## src/rtl/arb_pkg.sv

```systemverilog
package arb_pkg;

    typedef enum logic [1:0] {
        ST_IDLE  = 2'd0,
        ST_GRANT = 2'd1,
        ST_GAP   = 2'd2
    } arb_state_e;

    typedef struct packed {
        arb_state_e state;
        logic       owner;
    } fsm_regs_t;

endpackage

```

## src/rtl/arb_gap_counter.sv

```systemverilog
module arb_gap_counter #(
    parameter int GAP_W = 8
) (
    input  logic             clk,
    input  logic             rst_n,
    input  logic             load,
    input  logic [GAP_W-1:0] load_val,
    input  logic             run,
    output logic             done
);
    localparam logic [GAP_W-1:0] CNT_ZERO = '0;

    logic [GAP_W-1:0] cnt_d, cnt_q;

    always_comb begin
        cnt_d = cnt_q;
        if (load) begin
            cnt_d = load_val;
        end else if (run && (cnt_q != CNT_ZERO)) begin
            cnt_d = cnt_q - 1'b1;
        end
    end

    always_ff @(posedge clk or negedge rst_n) begin
        if (!rst_n) cnt_q <= CNT_ZERO;
        else        cnt_q <= cnt_d;
    end

    assign done = (cnt_q == CNT_ZERO);

    // the gap counter steps down by exactly one per cycle while it is running
    assert_gap_decrement_R5: assert property (@(posedge clk) disable iff (!rst_n)
        (run && !load && cnt_q != CNT_ZERO) |=> (cnt_q == $past(cnt_q) - 1'b1));

endmodule

```

## src/rtl/arb_rr_pointer.sv

```systemverilog
module arb_rr_pointer (
    input  logic       clk,
    input  logic       rst_n,
    input  logic [1:0] req,
    input  logic       grant_fire,
    input  logic       grant_idx,
    output logic       pick_valid,
    output logic       pick_idx
);
    logic favour_d, favour_q;

    always_comb begin
        favour_d = favour_q;
        if (grant_fire) favour_d = ~grant_idx;
    end

    always_ff @(posedge clk or negedge rst_n) begin
        if (!rst_n) favour_q <= 1'b0;
        else        favour_q <= favour_d;
    end

    always_comb begin
        pick_valid = |req;
        if (req == 2'b11) pick_idx = favour_q;
        else              pick_idx = req[1];
    end

    // after each grant the tie-break favours the other requester
    assert_rr_flip_R6: assert property (@(posedge clk) disable iff (!rst_n)
        grant_fire |=> (favour_q == ~$past(grant_idx)));

endmodule

```

## src/rtl/arb_grant_fsm.sv

```systemverilog
module arb_grant_fsm
    import arb_pkg::*;
(
    input  logic       clk,
    input  logic       rst_n,
    input  logic       mux_en,
    input  logic [1:0] req,
    input  logic       pick_valid,
    input  logic       pick_idx,
    input  logic       gap_done,
    output logic       gap_load,
    output logic       gap_run,
    output logic       grant_fire,
    output logic       granted,
    output logic       owner
);
    fsm_regs_t r_d, r_q;

    always_comb begin
        r_d        = r_q;
        gap_load   = 1'b0;
        grant_fire = 1'b0;
        if (!mux_en) begin
            r_d.state = ST_IDLE;
        end else begin
            unique case (r_q.state)
                ST_IDLE: begin
                    if (pick_valid) begin
                        r_d.state  = ST_GRANT;
                        r_d.owner  = pick_idx;
                        grant_fire = 1'b1;
                    end
                end
                ST_GRANT: begin
                    if (!req[r_q.owner]) begin
                        r_d.state = ST_GAP;
                        gap_load  = 1'b1;
                    end
                end
                ST_GAP: begin
                    if (gap_done) begin
                        if (pick_valid) begin
                            r_d.state  = ST_GRANT;
                            r_d.owner  = pick_idx;
                            grant_fire = 1'b1;
                        end else begin
                            r_d.state = ST_IDLE;
                        end
                    end
                end
                default: r_d.state = ST_IDLE;
            endcase
        end
    end

    always_ff @(posedge clk or negedge rst_n) begin
        if (!rst_n) begin
            r_q.state <= ST_IDLE;
            r_q.owner <= 1'b0;
        end else begin
            r_q <= r_d;
        end
    end

    assign gap_run = (r_q.state == ST_GAP);
    assign granted = (r_q.state == ST_GRANT);
    assign owner   = r_q.owner;

    // no preemption while the owner holds its request
    assert_no_preempt_R3: assert property (@(posedge clk) disable iff (!rst_n)
        (r_q.state == ST_GRANT && req[r_q.owner] && mux_en)
        |=> (r_q.state == ST_GRANT && r_q.owner == $past(r_q.owner)));

    // a release always enters the turnaround gap
    assert_release_gap_R5: assert property (@(posedge clk) disable iff (!rst_n)
        (r_q.state == ST_GRANT && !req[r_q.owner] && mux_en) |=> (r_q.state == ST_GAP));

    // no grant while the gap has not run out
    assert_gap_hold_R5: assert property (@(posedge clk) disable iff (!rst_n)
        (r_q.state == ST_GAP && !gap_done) |=> (r_q.state != ST_GRANT));

    // disable withdraws any grant
    assert_disable_idle_R8: assert property (@(posedge clk) disable iff (!rst_n)
        !mux_en |=> (r_q.state == ST_IDLE));

endmodule

```

## src/rtl/bus_turnaround_arbiter.sv

```systemverilog
module bus_turnaround_arbiter #(
    parameter int GAP_W = 8
) (
    input  logic             clk,
    input  logic             rst_n,
    input  logic             mux_en,
    input  logic [GAP_W-1:0] gap_cfg,
    input  logic [1:0]       req,
    output logic [1:0]       ack,
    output logic             owner_valid,
    output logic             owner_idx
);
    logic gap_load, gap_run, gap_done;
    logic grant_fire, granted, owner;
    logic pick_valid, pick_idx;

    arb_gap_counter #(.GAP_W(GAP_W)) gap_i (
        .clk      (clk),
        .rst_n    (rst_n),
        .load     (gap_load),
        .load_val (gap_cfg),
        .run      (gap_run),
        .done     (gap_done)
    );

    arb_rr_pointer rr_i (
        .clk        (clk),
        .rst_n      (rst_n),
        .req        (req),
        .grant_fire (grant_fire),
        .grant_idx  (pick_idx),
        .pick_valid (pick_valid),
        .pick_idx   (pick_idx)
    );

    arb_grant_fsm fsm_i (
        .clk        (clk),
        .rst_n      (rst_n),
        .mux_en     (mux_en),
        .req        (req),
        .pick_valid (pick_valid),
        .pick_idx   (pick_idx),
        .gap_done   (gap_done),
        .gap_load   (gap_load),
        .gap_run    (gap_run),
        .grant_fire (grant_fire),
        .granted    (granted),
        .owner      (owner)
    );

    // The acknowledge follows the owner's request, so a release drops it at once
    for (genvar g = 0; g < 2; g++) begin : g_ack
        assign ack[g] = granted && (owner == g[0]) && req[g];
    end

    assign owner_valid = |ack;
    assign owner_idx   = owner;

    // the two acknowledges are never high together
    assert_ack_exclusive_R9: assert property (@(posedge clk) disable iff (!rst_n)
        $onehot0(ack));

    // a low enable leaves no acknowledge in the following cycle
    assert_disabled_no_ack_R8: assert property (@(posedge clk) disable iff (!rst_n)
        !mux_en |=> (ack == 2'b00));

endmodule

```

## config.mk

```make
export PLATFORM = sky130hd
export DESIGN_NAME = bus_turnaround_arbiter
export DESIGN_NICKNAME = d
export VERILOG_FILES = /design/src/rtl/arb_pkg.sv /design/src/rtl/arb_gap_counter.sv /design/src/rtl/arb_rr_pointer.sv /design/src/rtl/arb_grant_fsm.sv /design/src/rtl/bus_turnaround_arbiter.sv
export SDC_FILE = /design/constraint.sdc
export NUM_CORES = 1
export LEC_CHECK = 0
export CAP_MARGIN = 20
export CORE_MARGIN = 5
export CORE_UTILIZATION = 46
export DETAILED_ROUTE_END_ITERATION = 10
export PLACE_DENSITY = 0.77
export SLEW_MARGIN = 20
export SYNTH_ARGS = -nofsm -noshare
export SYNTH_HDL_FRONTEND = slang
export SYNTH_SLANG_ARGS = --single-unit
```

## constraint.sdc

```tcl
create_clock -name clk -period 2.35 [get_ports clk]
set_input_delay 0.47 -clock clk [delete_from_list [all_inputs] [get_ports clk]]
set_output_delay 0.47 -clock clk [all_outputs]
set_load 0.02 [all_outputs]
```

After elaboration in Yosys (flattened, before gate mapping)
Index checks and enable logic that the tools add are counted.

Add/subtract/negate cells: 1. Multiply operators: 0. Divide/modulo/power cells: 0. Magnitude comparators: 1. Eq/ne operators: 9. Shifts and indexed selects: 0. Multiplexer cells: 20. Bitwise gates (word level): 2. Reductions and logical operators: 14.

Operators by type and width (count): two-way mux 8 bit (2); two-way mux 1 bit (11); logical NOT 8 bit (1); nonzero test 8 bit (1); subtractor 8 x 1 -> 8 bit, second input constant (1); two-way mux 3 bit (2); != test 2 x 1 -> 1 bit, second input constant (3); != test 3 x 2 -> 1 bit, second input constant (2); one-hot mux 2 bit (3 select lines) (1); logical AND 1 bit (5); AND reduction 5 bit (1); == test 2 bit, second input constant (2); two-way mux 2 bit (2); one-hot mux 1 bit (2 select lines) (2); nonzero test 2 bit (2); OR reduction 2 bit (2); != test 3 bit, second input constant (1); AND reduction 3 bit (1); == test 2 x 1 -> 1 bit, second input constant (1); logical NOT 2 bit (1); < comparator 1 x 2 -> 1 bit, second input constant (1); NOT 1 bit (2).

Flip-flop bits (word level): 12. Bits in latches: 0. Bits in writable memories: 0. Memory bits (read-only): 0. Memories kept: 0.

Logic depth before layout (Yosys ltp)
Gate-level depths: netlist of the first run.

Word-level depth: 6. Mapped depth: 6. Gate-level depth less buffers: 6.

Cells and area by module
Synthesis of the first run repeated with hierarchy kept, for this count alone.

Cells, all modules: 83. Area, all modules: 787.0 um^2.

Modules (own cells, without submodules): arb_gap_counter (times used 1, cells each 58, area an instance 528.0 um^2, sequential area each 200.2 um^2); arb_grant_fsm (times used 1, cells each 15, area an instance 175.2 um^2, sequential area each 75.1 um^2); arb_rr_pointer (times used 1, cells each 5, area an instance 52.6 um^2, sequential area each 25.0 um^2); bus_turnaround_arbiter (times used 1, cells each 5, area an instance 31.3 um^2, sequential area each 0.0 um^2).

Least setup slack after synthesis of the first run
OpenSTA, ideal clock, no wires.

Path type: register to register. From: register gap_i.cnt_q[0]. To: register gap_i.cnt_q[4]. Setup time: 82 ps. Data arrival time: 1569 ps. Slack: 699 ps. Stages on the path, launching flop included: 7. Path buffers: 0. Clock period less this slack: 1651 ps. Cell sequence: dfrtp_1 -> inv_1 -> ha_1 -> nor4b_4 -> nand2_1 -> or4b_2 -> a31oi_1.

Cells in the longest elaborated chain, start to end: 3.

Ends and longest elaborated chain: start: declaration (RTL line arb_gap_counter.sv:13) `logic [GAP_W-1:0] cnt_d, cnt_q;`; start signal: assignment (RTL line arb_gap_counter.sv:26) `else cnt_q <= cnt_d;`; subtractor 8 x 1 -> 8 bit or nonzero test 8 bit (tied branches) (RTL line arb_gap_counter.sv:20, arb_gap_counter.sv:19); two-way mux 8 bit or logical AND 1 bit (tied branches) (RTL line arb_gap_counter.sv:19) `end else if (run && (cnt_q != CNT_ZERO)) begin`; two-way mux 8 bit or nonzero test 2 bit (tied branches).

Parallel ways exist; a longest one is shown, timed or not. The select of a mux whose other input is x is not followed. A chain may end at the register's enable or synchronous reset.

Worst setup path in the final report of the first run
From: input port req[0]. To: output port ack[0].

Cells in the longest elaborated chain, start to end: 1.

Ends and longest elaborated chain: start: declaration (RTL line bus_turnaround_arbiter.sv:8) `input logic [1:0] req,`; logical AND 1 bit (RTL line bus_turnaround_arbiter.sv:53) `assign ack[g] = granted && (owner == g[0]) && req[g];`; end: declaration (RTL line bus_turnaround_arbiter.sv:9) `output logic [1:0] ack,`.

Every way passes these cells.

==> results.ini, run 1 <==
[critical_path]
critical_path_required_ns = 1.88
cp.arrival_ns = 1.80
crit_path_max_fanout = 4
slowest_delay_ns = 0.61
r2r-start = gap_i.cnt_q[0]$_DFFE_PN0P_
r2r-end = gap_i.cnt_q[1]$_DFFE_PN0P_
slowest_stage = clkdlybuf4s50_1
reg2reg_slack_ns = 0.56
critPathTopFamily = buffers and inverters
worst-setup-path-type = in2out
critical_path.n_buffers_inverters = 2
worstSetupEndpointType = output port
ff2ff_path_depth = 6
critPathLaunchType = input pin
path_common_cell = clkdlybuf4s50_1
crit_chain = clkdlybuf4s50_1 > nand2b_1 > nor2_1 > clkdlybuf4s50_1

[flow_run]
cap_viol_max_count = 0

[placement]
io_buffers = 16
dp_hpwl_um = 1190
pre_cts_ws_ns = -0.0195
gp_congestion = 0.853
dpl.cell_count = 113

[floorplan]
placementRows = 14
num_io_pins = 17
dieArea_mm2 = 0.00254
die_w_um = 50.4
core_mm2 = 0.00152
chipHeight_um = 50.4
initial_core_util_pct = 49.3

[grt]
overflow = 0
grt_pass1_wl_um = 2520
antenna_found_initial = 0
grt_start_max_net_pins = 13
grt_pass1_vias = 557
track_usage_pct = 12.6

[hold_path]
min_to = rr_i.favour_q$_DFFE_PN0P_
hold_class = reg2reg
hp-start = rr_i.favour_q$_DFFE_PN0P_
hold_depth = 1

[timing]
max_freq_mhz = 440
finClkSkew_ns = 0.00199
setup_ws_ns = 0.0776
slew_violations = 0
worst_pin_slew_ns = 0.584
setup-tns-final_ns = 0
post-route-min-period_ns = 2.27
setup-violations-final = 0
finalHoldViolations = 0
hold-worst-slack_ns = 0.528
maxSlewHeadroom_pct = 60.9
period_share_pct = 96.7
rsz0062_at_grt = false

[final_layout]
mostFrequentLayoutCells = clkdlybuf4s50_1, dfrtp_1, nor2_1
fillerInstances = 114
layout-drive-gt1-share_pct = 18.0
regArea_um2 = 300
multi_input_area_um2 = 428
mostFrequentLayoutCell = clkdlybuf4s50_1
antenna_cells = 0
stdcell_count = 116
syn2layout_area_growth_pct = 29.3
nets = 117

[logic_synthesis]
synth_edf_count = 0
muxShareOfSynthArea_pct = 4.17
syn_area_per_cell_um2 = 9.50
synth-simple-area-share_pct = 28.2
synth_top_family_by_area = simple AND/OR/NAND/NOR gates
async_flop_share_pct = 100
syn_nets = 94
netlist_area_um2 = 751
ys_warn_count = 0
synthXorXnorAreaFrac_pct = 3.50
synth_cell_type_count = 36
seq_area_frac_synth_pct = 40.0
synth_compound_area_share_pct = 17.8
synth_ff_type = dfrtp_1
synth_cells = 79
synthAdderAreaFrac_pct = 3.33
synth_seq_cells = 12

[cts]
ctsHoldBuffers = 0
clock_latency_ns = 0.27
cts_htree_levels = 1
cts_tree = yes
numCtsBuffers = 3
clock-sinks = 12
clkSlewWorstSetupHoldPaths_ns = 0.07
ctsLongestPathBuffers = 2
root_buffer = clkbuf_4

[detailed_routing]
drtIter0Drc = 4
drt-pass1-iter-count = 4
avgRoutedWirePerCell_um = 13.3
vias = 639
drc_errors = 0
vias_per_cell = 5.51
drtAntennaViolNets = 0
wl_um = 1540

[power]
powerDensity_mw_per_mm2 = 897
vdd_drop_max_v = 0.000641
cellLeakagePower_nw = 0.399

[outcome]
status = completed

## worst max path at each step
stage                               startpoint                          to  slack (ns)  cells past startpoint
finish                                  req[0]                      ack[0]        0.08                      4
global placement                        req[0]                 owner_valid        0.06                      4
floorplan           gap_i.cnt_q[0]$_DFFE_PN0P_  gap_i.cnt_q[4]$_DFFE_PN0P_        0.70                      6
CTS                                     req[0]                      ack[0]        0.07                      4
global route                            req[0]                      ack[0]        0.02                      4
detailed placement                      req[0]                 owner_valid       -0.02                      4
## through the flow
step           total power, mW  area (um2)  utilization (%)
3_3_place_gp             0.737         950             62.3
5_1_grt                  0.936         971             63.7
6_report                 0.871         971             63.7
3_5_place_dp             0.751         950             62.3
2_1_floorplan            0.632         751                -
4_1_cts                  0.874         971             63.7
## power breakdown
| group | total [mW] | internal (mW) | switching [mW] |
|---|---|---|---|
| registers | 0.400 | 0.297 | 0.104 |
| logic | 0.349 | 0.188 | 0.161 |
| clock network | 0.122 | 0.0592 | 0.0630 |
| total | 0.871 | 0.544 | 0.327 |
## cell type report
type,count,share of cell area (%)
multi-input cells,61,44.1
flip-flops and latches,12,30.9
repair buffers,19,18.7
clock buffers,3,2.32
well taps,16,2.06
inverters,5,1.93
## what timing repair did
action                                  in CTS  in global routing
endpoints found under the setup margin       1                  0
resized for setup                            1                  0
setup buffers                                0                  0
## per-layer routing
| metal | global-route usage, % | routed length [um] | up-vias |
|---|---|---|---|
| li1 | - | - | 334 |
| met1 | 16.2 | 711 | 290 |
| met2 | 18.8 | 733 | 13 |
| met3 | 6.21 | 86 | 2 |
| met4 | 2.98 | 10 | 0 |
| met5 | 0 | 0 | - |
## cells by family (layout without fill, tap and decap cells)
group	Yosys count	count (layout)
flip-flops	12	12
AO/OA/AOI/OAI	20	20
adder cells (fa/ha/maj)	2	2
XOR/XNOR	3	3
multiplexers	3	3
buffers and inverters	6	27
AND/OR/NAND/NOR	33	33
## sequential cells by signal, summed over array words and instances, names as in the netlist
register and flops:
gap_i.cnt_q 8, fsm_i.r_q 2, fsm_i.owner 1, rr_i.favour_q 1
## Yosys cell counts (2+ instances only)
| library cell | instances | share of area [%] |
|---|---|---|
| a21oi_1 | 7 | 4.7 |
| inv_1 | 5 | 2.5 |
| and2b_2 | 2 | 2.3 |
| a31oi_1 | 2 | 1.7 |
| nor4_1 | 2 | 1.7 |
| nand4_1 | 2 | 1.7 |
| ha_1 | 2 | 3.3 |
| nor2_1 | 10 | 5.0 |
| mux2i_1 | 2 | 2.7 |
| nand2_1 | 4 | 2.0 |
| o21ai_0 | 3 | 2.0 |
| xnor2_1 | 3 | 3.5 |
| dfrtp_1 | 12 | 40 |
## worst register-to-register path, stage by stage (launching register included)
cell and delay [ns]:
dfrtp_1 0.40, inv_1 0.09, ha_1 0.18, nor4b_4 0.37, a21oi_1 0.22, mux2i_1 0.16, mux2_2 0.27
Power figures use the tool's default switching activity.
==> run 2: changes to the inputs <==
- ABC_AREA: default -> 1
- CTS_CLUSTER_DIAMETER: default -> 30
- PLACE_DENSITY: 0.77 -> 0.75
==> run 2 against run 1 <==
Effect of this change: non-clock buffer count decreased by 2; critical endpoint unchanged; maximum frequency increased by 0.92%; critical path type unchanged; sequential power about the same; sequential share of layout area decreased by 3.5 points; sequential cell count unchanged; synthesized cell count increased by 54%; final cell count increased by 43%; via count increased by 26%.
==> results.ini, run 2 <==
[outcome]
status = completed

[grt]
overflow = 0  ; unchanged
track_usage_pct = 16.2  ; +3.6 points
grt_pass1_wl_um = 3420  ; +36%
grt_pass1_vias = 827  ; +48%
antenna_found_initial = 0  ; unchanged
grt_start_max_net_pins = 13  ; unchanged

[final_layout]
layout-drive-gt1-share_pct = 15.8  ; -2.2 points
stdcell_count = 166  ; +43%
mostFrequentLayoutCells = nand2_1, inv_1, clkdlybuf4s50_1
reg_top3 = gap_i.cnt_q (8), fsm_i.r_q (2)
syn2layout_area_growth_pct = 21.9
antenna_cells = 0  ; unchanged
mostFrequentLayoutCell = nand2_1
largest_reg_flops = 8  ; unchanged
nets = 156  ; +33%
top_register = gap_i.cnt_q

[floorplan]
chipHeight_um = 54.2  ; +7.5%
num_io_pins = 17  ; unchanged
die_w_um = 54.2  ; +7.5%
dieArea_mm2 = 0.00293  ; +15%
core_mm2 = 0.00190  ; +25%
placementRows = 16  ; +2
initial_core_util_pct = 47.2  ; -2.1 points

[cts]
ctsLongestPathBuffers = 2  ; unchanged
clock_latency_ns = 0.27  ; about the same
clkSlewWorstSetupHoldPaths_ns = 0.07  ; about the same
cts.repair_timing.setup_buffer_count = 0  ; unchanged
clock-sinks = 12  ; unchanged
postCtsResizedCells = 0  ; -1
numCtsBuffers = 3  ; unchanged
cts_htree_levels = 1  ; unchanged
ctsHoldBuffers = 0  ; unchanged
root_buffer = clkbuf_4
cts_tree = yes

[critical_path]
r2r-start = gap_i.cnt_q[0]$_DFFE_PN0P_
critical_path_required_ns = 1.88  ; about the same
crit_path_max_fanout = 3  ; -1
reg2reg_slack_ns = 0.78  ; +0.22 ns
slowest_delay_ns = 0.61  ; about the same
crit_chain = clkdlybuf4s50_1 > nand2_1 > nor2_1 > clkdlybuf4s50_1
slowest_stage = clkdlybuf4s50_1
cp.arrival_ns = 1.78  ; -0.02 ns
r2r-end = gap_i.cnt_q[1]$_DFFE_PN0P_
path_common_cell = clkdlybuf4s50_1
critPathTopFamily = buffers and inverters
critical_path.n_buffers_inverters = 2  ; unchanged
worst-setup-path-type = in2out
ff2ff_path_depth = 7  ; +1
critPathLaunchType = input pin
worstSetupEndpointType = output port
worst-path-stages = 4  ; unchanged

[logic_synthesis]
ys_warn_count = 0  ; unchanged
yosysTopAreaCell = dfrtp_1
async_flop_share_pct = 100  ; unchanged
synth_ff_type = dfrtp_1
synthTopCellsByArea = dfrtp_1, nand2_1, nand3_1
yosys-top-cells-count = nand2_1, inv_1, nand3_1
syn_area_per_cell_um2 = 7.35  ; -23%
synth_cells = 122  ; +54%
synth.most_common_cell = nand2_1
synth_top_cell_area_share_pct = 33.5  ; -6.5 points
seq_area_frac_synth_pct = 33.5  ; -6.5 points
netlist_area_um2 = 897  ; +19%
syn_nets = 137  ; +46%
synth_cell_type_count = 23  ; -36%
synth_seq_cells = 12  ; unchanged
synth_edf_count = 0  ; unchanged

[detailed_routing]
drt-pass1-iter-count = 4  ; unchanged
vias_per_cell = 4.86  ; -12%
drtIter0Drc = 12  ; +8
drtAntennaViolNets = 0  ; unchanged
drc_errors = 0  ; unchanged
avgRoutedWirePerCell_um = 11.6  ; -12%
vias = 806  ; +26%
wl_um = 1930  ; +25%

[hold_path]
hold_depth = 2  ; +1
hold_class = reg2reg
min_to = rr_i.favour_q$_DFFE_PN0P_
hp-start = rr_i.favour_q$_DFFE_PN0P_

[power]
vdd_drop_max_v = 0.000603  ; -5.8%
p_sw_uw = 595  ; +82%
powerDensity_mw_per_mm2 = 1130  ; +26%
clkPwrFrac_pct = 10.5  ; -3.5 points
p_int_uw = 638  ; +17%
finalPower_mw = 1.23  ; +42%
p_sw_share_pct = 48.3  ; +11 points
combPwrFrac_pct = 57.4  ; +17 points
cellLeakagePower_nw = 0.536  ; +34%
seq_power_share_pct = 32.2  ; -14 points

[timing]
rsz0062_at_grt = false
maxSlewHeadroom_pct = 61.8  ; +0.89 points
setup-tns-final_ns = 0  ; unchanged
slew_violations = 0  ; unchanged
finalHoldViolations = 0  ; unchanged
period_share_pct = 95.8  ; -0.88 points
post-route-min-period_ns = 2.25  ; -0.0208 ns
hold-worst-slack_ns = 0.497  ; -0.0319 ns
finClkSkew_ns = 0.00205  ; +0.0000648 ns
worst_pin_slew_ns = 0.571  ; -0.0133 ns
setup-violations-final = 0  ; unchanged
max_freq_mhz = 444  ; +0.92%

[placement]
io_buffers = 16  ; unchanged
gp_congestion = 0.839  ; -1.7%
dp_hpwl_um = 1550  ; +30%
dpl.cell_count = 163  ; +44%

[flow_run]
cap_viol_max_count = 0  ; unchanged

## run 2: area by class of cell
| class | count | area, um2 |
|---|---|---|
| Fill cell | 189 | 808 |
| Multi-Input combinational cell | 90 | 503 |
| Sequential cell | 12 | 300 |
| Timing Repair Buffer | 17 | 170 |
| Inverter | 17 | 63.8 |
| Tap cell | 27 | 33.8 |
| Clock buffer | 3 | 22.5 |
## run 2: worst max-delay path by stage
| stage | from | endpoint | slack, ns |
|---|---|---|---|
| 6_report | req[0] | ack[0] | 0.1 |
| 5_1_grt | req[0] | ack[0] | 0.001 |
| 4_1_cts | req[0] | owner_valid | 0.05 |
| 3_5_place_dp | req[0] | owner_valid | 0.06 |
| 3_3_place_gp | req[1] | owner_valid | 0.1 |
| 2_1_floorplan | fsm_i.owner$_DFFE_PN0P_ | owner_valid | 0.92 |
## run 2: worst reg2reg max path: stages, from the launching register on
cell and delay [ns]:
dfrtp_1 0.40, inv_1 0.13, ha_1 0.20, nand3_2 0.13
o21ai_4 0.25, nand2_4 0.18, nand2_1 0.12, o21ai_2 0.05
## run 2: cells by family after synthesis
family	count (synthesis)	synth area share (%)
and+or+nand+nor	69	39.1
buffers and inverters	20	10.5
AOI/OAI and AO/OA	18	13.2
DFF	12	33.5
adders and majority gates	2	2.79
xor gates and xnor gates	1	0.976
## run 2: power by group through the flow
stage,Combinational [mW],Clock [mW],Sequential [mW]
6_report,0.707,0.129,0.397
5_1_grt,0.814,0.139,0.411
4_1_cts,0.715,0.133,0.396
3_5_place_dp,0.712,0,0.399
3_3_place_gp,0.683,0,0.396
2_1_floorplan,0.564,0,0.388
## run 2: metrics by stage
stage / instance area (um2) / worst slack, ns / util, %
finish: 1090 / 0.0984 / 57.5
CTS: 1090 / 0.0455 / 57.4
detailed placement: 1070 / 0.0570 / 56.2
global placement: 1070 / 0.0989 / 56.2
floorplan: 897 / 0.920 / -
global route: 1090 / 0.00139 / 57.5
## run 2: routing by layer
metal / up-vias / part of all wire (%) / global-route usage [%]
li1: 424 / - / -
met3: 4 / 4.8 / 2.49
met4: 0 / 1.4 / 7.47
met5: - / 0 / 0
met2: 18 / 51 / 26.9
met1: 360 / 43 / 20.3
==> run 3: changes to the inputs <==
- SKIP_CTS_REPAIR_TIMING: default -> 1
==> results of run 3 <==
Final layout, timing and power as in run 2 (identical DEF).
